**src/rtl/tod_pkg.sv**
```systemverilog
`timescale 1ns/1ps
package tod_pkg;
  localparam int BYTES  = 4;
  localparam int ADDR_W = 2;
  localparam logic [ADDR_W-1:0] IDX_TENTHS = 2'd0;
  localparam logic [ADDR_W-1:0] IDX_HOURS  = 2'd3;
  localparam logic [7:0] HOUR_MASK = 8'h9F;

  typedef struct packed {
    logic advance;   // step the time by one tenth
    logic wrClock;   // write addressed clock byte
    logic wrAlarm;   // write addressed alarm byte
    logic takeSnap;  // capture read snapshot
  } todStrobe_t;

  function automatic logic [7:0] bcdInc(input logic [7:0] v);
    if (v[3:0] == 4'h9) bcdInc = {v[7:4] + 4'h1, 4'h0};
    else                bcdInc = v + 8'h01;
  endfunction
endpackage

```
**src/rtl/tod_ctrl.sv**
```systemverilog
`timescale 1ns/1ps
module tod_ctrl
  import tod_pkg::*;
#(
  parameter int DIV_LO = 5,
  parameter int DIV_HI = 6
) (
  input  logic              clk,
  input  logic              rstN,
  input  logic              lineTick,
  input  logic              sel60,
  input  logic              alarmSel,
  input  logic              wrEn,
  input  logic              rdEn,
  input  logic [ADDR_W-1:0] addr,
  input  logic              match,
  output todStrobe_t        strobe,
  output logic              snapHeld,
  output logic              running,
  output logic              alarmIrq
);
  localparam int CNT_W = $clog2(DIV_HI + 1);
  localparam logic [CNT_W-1:0] LAST_LO = CNT_W'(DIV_LO - 1);
  localparam logic [CNT_W-1:0] LAST_HI = CNT_W'(DIV_HI - 1);

  logic [CNT_W-1:0] preCnt;
  logic [CNT_W-1:0] lastCnt;
  logic clockWrite;
  logic tickDone;
  logic pending;

  assign lastCnt    = sel60 ? LAST_HI : LAST_LO;
  assign clockWrite = wrEn & ~alarmSel;
  assign tickDone   = running & lineTick & (preCnt >= lastCnt);

  always_comb begin
    strobe.advance  = tickDone & ~clockWrite;  // a clock write wins the cycle
    strobe.wrClock  = clockWrite;
    strobe.wrAlarm  = wrEn & alarmSel;
    strobe.takeSnap = rdEn & ~snapHeld & (addr == IDX_HOURS);
  end

  always_ff @(posedge clk) begin
    if (!rstN) begin
      running  <= 1'b0;
      preCnt   <= '0;
      snapHeld <= 1'b0;
      pending  <= 1'b0;
    end else begin
      if (clockWrite && addr == IDX_HOURS)       running <= 1'b0;
      else if (clockWrite && addr == IDX_TENTHS) running <= 1'b1;

      if (!running)      preCnt <= '0;
      else if (lineTick) preCnt <= (preCnt >= lastCnt) ? '0 : preCnt + 1'b1;

      if (rdEn && addr == IDX_HOURS)       snapHeld <= 1'b1;
      else if (rdEn && addr == IDX_TENTHS) snapHeld <= 1'b0;

      pending <= wrEn | strobe.advance;
    end
  end

  assign alarmIrq = pending & running & match;

  assert_stop_R4: assert property (@(posedge clk) disable iff (!rstN)
    (wrEn && !alarmSel && addr == IDX_HOURS) |=> !running);
  assert_start_R4: assert property (@(posedge clk) disable iff (!rstN)
    (wrEn && !alarmSel && addr == IDX_TENTHS) |=> running);
  assert_prescale_R5: assert property (@(posedge clk) disable iff (!rstN)
    preCnt <= LAST_HI);
  assert_irq_pulse_R10: assert property (@(posedge clk) disable iff (!rstN)
    (alarmIrq && !wrEn && !lineTick) |=> !alarmIrq);
endmodule

```
**src/rtl/tod_datapath.sv**
```systemverilog
`timescale 1ns/1ps
module tod_datapath
  import tod_pkg::*;
(
  input  logic              clk,
  input  logic              rstN,
  input  todStrobe_t        strobe,
  input  logic              snapHeld,
  input  logic [ADDR_W-1:0] addr,
  input  logic [7:0]        wrData,
  output logic [7:0]        rdData,
  output logic              match
);
  logic [BYTES-1:0][7:0] clockB, alarmB, snapB, nextB;
  logic [BYTES-1:0]      carry;
  logic [7:0] hourIn, hourClk;
  logic [4:0] hourLow;

  assign hourIn  = wrData & HOUR_MASK;
  assign hourClk = (hourIn[4:0] == 5'h12) ? (hourIn ^ 8'h80) : hourIn;
  assign hourLow = clockB[IDX_HOURS][4:0];

  always_comb begin
    nextB    = clockB;
    carry    = '0;
    carry[0] = 1'b1;
    for (int i = 0; i < BYTES - 1; i++) begin
      if (carry[i]) begin
        if (clockB[i] == ((i == 0) ? 8'h09 : 8'h59)) begin
          nextB[i]   = 8'h00;
          carry[i+1] = 1'b1;
        end else begin
          nextB[i] = bcdInc(clockB[i]);
        end
      end
    end
    if (carry[BYTES-1]) begin
      if (hourLow == 5'h11)
        nextB[IDX_HOURS] = {~clockB[IDX_HOURS][7], 2'b00, 5'h12};
      else if (hourLow == 5'h12)
        nextB[IDX_HOURS] = {clockB[IDX_HOURS][7], 2'b00, 5'h01};
      else if (hourLow[3:0] == 4'h9)
        nextB[IDX_HOURS] = {clockB[IDX_HOURS][7], 2'b00, 5'h10};
      else
        nextB[IDX_HOURS] = {clockB[IDX_HOURS][7], 2'b00, hourLow + 5'h01};
    end
  end

  always_ff @(posedge clk) begin
    if (!rstN) begin
      clockB <= {8'h12, 8'h00, 8'h00, 8'h00};
      alarmB <= '0;
      snapB  <= '0;
    end else begin
      if (strobe.wrClock)
        clockB[addr] <= (addr == IDX_HOURS) ? hourClk : wrData;
      else if (strobe.advance)
        clockB <= nextB;
      if (strobe.wrAlarm)
        alarmB[addr] <= (addr == IDX_HOURS) ? hourIn : wrData;
      if (strobe.takeSnap)
        snapB <= clockB;
    end
  end

  assign rdData = snapHeld ? snapB[addr] : clockB[addr];
  assign match  = (clockB == alarmB);

  assert_snap_hold_R8: assert property (@(posedge clk) disable iff (!rstN)
    snapHeld |=> $stable(snapB));
  assert_tenths_wrap_R6: assert property (@(posedge clk) disable iff (!rstN)
    (strobe.advance && !strobe.wrClock && clockB[0] == 8'h09) |=> clockB[0] == 8'h00);
  assert_hour_mask_R3: assert property (@(posedge clk) disable iff (!rstN)
    clockB[IDX_HOURS][6:5] == 2'b00 && alarmB[IDX_HOURS][6:5] == 2'b00);
endmodule

```
**src/rtl/tod_clock.sv**
```systemverilog
`timescale 1ns/1ps
module tod_clock
  import tod_pkg::*;
#(
  parameter int DIV_LO = 5,
  parameter int DIV_HI = 6
) (
  input  logic        clk,
  input  logic        rstN,
  input  logic        lineTick,
  input  logic        sel60,
  input  logic        alarmSel,
  input  logic        wrEn,
  input  logic        rdEn,
  input  logic [1:0]  addr,
  input  logic [7:0]  wrData,
  output logic [7:0]  rdData,
  output logic        alarmIrq
);
  todStrobe_t strobe;
  logic snapHeld, running, match;

  tod_ctrl #(.DIV_LO(DIV_LO), .DIV_HI(DIV_HI)) u_ctrl (
    .clk(clk), .rstN(rstN), .lineTick(lineTick), .sel60(sel60),
    .alarmSel(alarmSel), .wrEn(wrEn), .rdEn(rdEn), .addr(addr),
    .match(match), .strobe(strobe), .snapHeld(snapHeld),
    .running(running), .alarmIrq(alarmIrq)
  );

  tod_datapath u_dp (
    .clk(clk), .rstN(rstN), .strobe(strobe), .snapHeld(snapHeld),
    .addr(addr), .wrData(wrData), .rdData(rdData), .match(match)
  );
endmodule

```
**config.mk**
```make
export PLATFORM = sky130hd
export DESIGN_NAME = tod_clock
export DESIGN_NICKNAME = d
export VERILOG_FILES = /design/src/rtl/tod_pkg.sv /design/src/rtl/tod_ctrl.sv /design/src/rtl/tod_datapath.sv /design/src/rtl/tod_clock.sv
export SDC_FILE = /design/constraint.sdc
export NUM_CORES = 1
export LEC_CHECK = 0
export ABC_AREA = 1
export BUFFER_PORTS_ARGS = -buffer_cell sky130_fd_sc_hd__buf_2
export CAP_MARGIN = 20
export CORE_MARGIN = 5
export CORE_UTILIZATION = 62
export CTS_CLUSTER_DIAMETER = 40
export DETAILED_ROUTE_END_ITERATION = 6
export GPL_ROUTABILITY_DRIVEN = 0
export GPL_TIMING_DRIVEN = 0
export HOLD_SLACK_MARGIN = 0.1
export PLACE_DENSITY_LB_ADDON = 0.15
export SKIP_LAST_GASP = 1
export SLEW_MARGIN = 15
export SYNTH_ARGS = -nofsm -noshare
export SYNTH_HDL_FRONTEND = slang
export SYNTH_SLANG_ARGS = --single-unit
```
**constraint.sdc**
```tcl
create_clock -name clk -period 2.1 [get_ports clk]
set_clock_uncertainty 0.1 [all_clocks]
set_input_delay 0.105 -clock clk [delete_from_list [all_inputs] [get_ports clk]]
set_output_delay 0.105 -clock clk [all_outputs]
set_load 0.05 [all_outputs]
```
==> results.toml <==
[die]
fp-row-count = 34
initial_utilization_pct = 63.47
design.portCount = 26
floorplan_die_area_sq_um = 10870
fp.dieW_um = 104.3
chipHeight_um = 104.3
fp.coreArea_sq_um = 8678

[clock_network]
insertion_delay_ps = 380
clkSlewWorstSetupHoldPaths_ps = 100
clk_path_buf_depth = 2
clkSinkCount = 102
numCtsBuffers = 9
tritoncts = "yes"
clockRootBuffer = "sky130_fd_sc_hd__clkbuf_8"
cts_htree_levels = 3

[setup_path]
cp_max_fo = 6
timing.critical_path.required_ps = 1890
worstSetupEndpointType = "output pin"
criticalPathCategory = "register to output pin"
critPathLaunchType = "register"
worst-endpoint-arrival_ps = 1860

[timing]
grt_setup_unrepaired = "true"
setup-tns-final_ps = 0
holdWs_ps = 131.0
setup-violations-final = 0
max_slew.worst_pin.slew_ps = 732.9
hold_violations = 0
finalWorstPathRequiredPeriod_ps = 2066
maxClockFrequency_ghz = 0.4840
setup_ws_ps = 33.78
final_max_slew_viol_count = 0
slew_headroom_pct = 51.14
final.period_utilization_pct = 98.39

[drt]
vias = 6079
detail_route.drc_violations = 0
met2RoutedLength_um = 7843
routed_wirelength_um = 18490
routed_wire_length_per_instance_um = 19.46
ant_nets = 0
detailroute.wirelength.met3_um = 2358
viasPerCell = 6.399
dr.first_iter.drc_count = 781
drt-pass1-iter-count = 7
wirelength_met1_um = 7167
routed.top_layer = "met4"

[logic_synthesis]
synth_warnings = 0
ys_seq_elements = 102
ys.flop_type = "sky130_fd_sc_hd__dfxtp_1"
synth-edff-count = 0
sequential_fraction_of_the_synthesis_area_pct = 37.07
postSynthCellCount = 780
syn_nets = 811
mappedNetlistArea_sq_um = 5508
ys_async_sr_fraction_pct = 0
yosys.cell_types.count = 40
synth.avg_cell_area_sq_um = 7.061

[status]
status = "finished, final reports clean"

[grt]
globalRouteTotalUtil_pct = 32.28
grt-ovfl-total = 0
grt_pass1_vias = 5443
maximum_number_of_pins_on_one_net_before_global_route_repair = 18
grt_pass1_wl_um = 28170
grt_antenna_before_repair = 0

[flow_run]
timing.max_cap.violations = 0

[placement]
numPlacedInstances = 911
pre_cts_slack_ps = -33.41
hpwl_um = 13340
io_buffers = 23

[layout]
most_frequent_cells_in_the_layout = "sky130_fd_sc_hd__nand2_1, sky130_fd_sc_hd__a21oi_1, sky130_fd_sc_hd__o21ai_0"
final_layout_size_suffix_gt1_share_pct = 16.75
stdcell_count = 950
antenna_cells_inserted = 0
syn2layout_area_growth_pct = 13.43
layout_commonest_cell = "sky130_fd_sc_hd__nand2_1"
nets = 868
final_core_area_utilization_pct = 71.99

[min_path]
worstHoldPathType = "input pin to register"

[pwr]
vdd_ir_drop_max_mv = 0.3925
leakage_nw = 2.599
power.density_cell_area_nw_per_um2 = 599.5
## critical path, stage by stage, from the launching register on
cell                      delay, ps
sky130_fd_sc_hd__dfxtp_1        550
sky130_fd_sc_hd__inv_1          220
sky130_fd_sc_hd__nand2_1        120
sky130_fd_sc_hd__nand4_1         80
sky130_fd_sc_hd__nor2_1         130
sky130_fd_sc_hd__nand3_1        100
sky130_fd_sc_hd__nor2_2         120
sky130_fd_sc_hd__buf_6          170
## per-stage QoR
step | area, sq um | power [mW]
floorplan | 5508 | 2.395
global placement | 5758 | 2.537
detailed placement | 5758 | 2.548
CTS | 6070 | 3.712
global route | 6247 | 3.887
finish | 6247 | 3.745
## final timing paths
| check | from | to | slack [ps] | cells past startpoint |
|---|---|---|---|---|
| hold / removal | addr[1] | u_dp.alarmB[9]$_SDFFE_PN0P_ | 130 | 4 |
| hold reg to reg | u_ctrl.preCnt[0]$_SDFFE_PN0P_ | u_ctrl.preCnt[0]$_SDFFE_PN0P_ | 360 | 1 |
| setup reg to reg | u_dp.clockB[13]$_SDFFE_PN0P_ | u_dp.clockB[28]$_SDFFE_PN1P_ | 90 | 9 |
| setup / recovery | u_dp.clockB[3]$_SDFFE_PN0P_ | alarmIrq | 30 | 7 |
## sequential cells by signal, summed over array words and instances (netlist names)
name             cells
u_dp.snapB          32
u_dp.clockB         32
u_ctrl.preCnt        3
u_ctrl.running       1
u_ctrl.pending       1
u_dp.alarmB         32
u_ctrl.snapHeld      1
## power breakdown
group          internal, mW  switching [mW]
logic                 0.157           0.346
clock network         0.475           0.716
registers              2.00          0.0558
total                  2.63            1.12
## routing by layer
layer  global-route usage (%)  up-vias
met5                        0        -
met1                    43.88     2733
met3                    7.635      101
met4                    16.84        0
met2                    47.36      464
li1                         -     2781
## cell usage after synthesis (all sizes together) (14+ instances only)
master  instances  area share (%)
nand2         146              10
nand4          15             1.8
xor2           14             2.2
a21oi          94             8.6
clkbuf         14            0.95
o21ai          99             9.0
nand3          40             4.0
dfxtp         102              37
inv            73             5.0
ha             14             3.2
nor2           80             6.7
buf            20             2.4
## kinds of logic (layout without fill, tap and decap cells)
kind of cell | Yosys count | in the layout | synth area share, %
flops | 102 | 102 | 37.07
fa+ha+maj | 14 | 14 | 3.180
compound gates | 243 | 243 | 24.22
simple gates | 298 | 298 | 24.74
buf+inv | 108 | 170 | 8.405
xor+xnor | 15 | 15 | 2.385
## layout make-up
cell class / instances / area [sq um]
inverter: 74 / 292.8
timing repair buffer: 47 / 334.1
buffer: 33 / 182.7
multi-input combinational: 570 / 3053
clock buffer: 11 / 141.4
sequential: 102 / 2066
tap: 108 / 135.1
clock inverter: 5 / 42.54
fill: 753 / 2431
## what timing repair did
action	4_1_cts	5_1_grt
gates resized for setup	7	36
hold buffers	11	0
hold endpoints to repair	25	0
pin swaps	0	11
setup buffers	0	13
endpoints found under the setup margin	7	26
No activity file was read; power rests on OpenSTA's default activity.
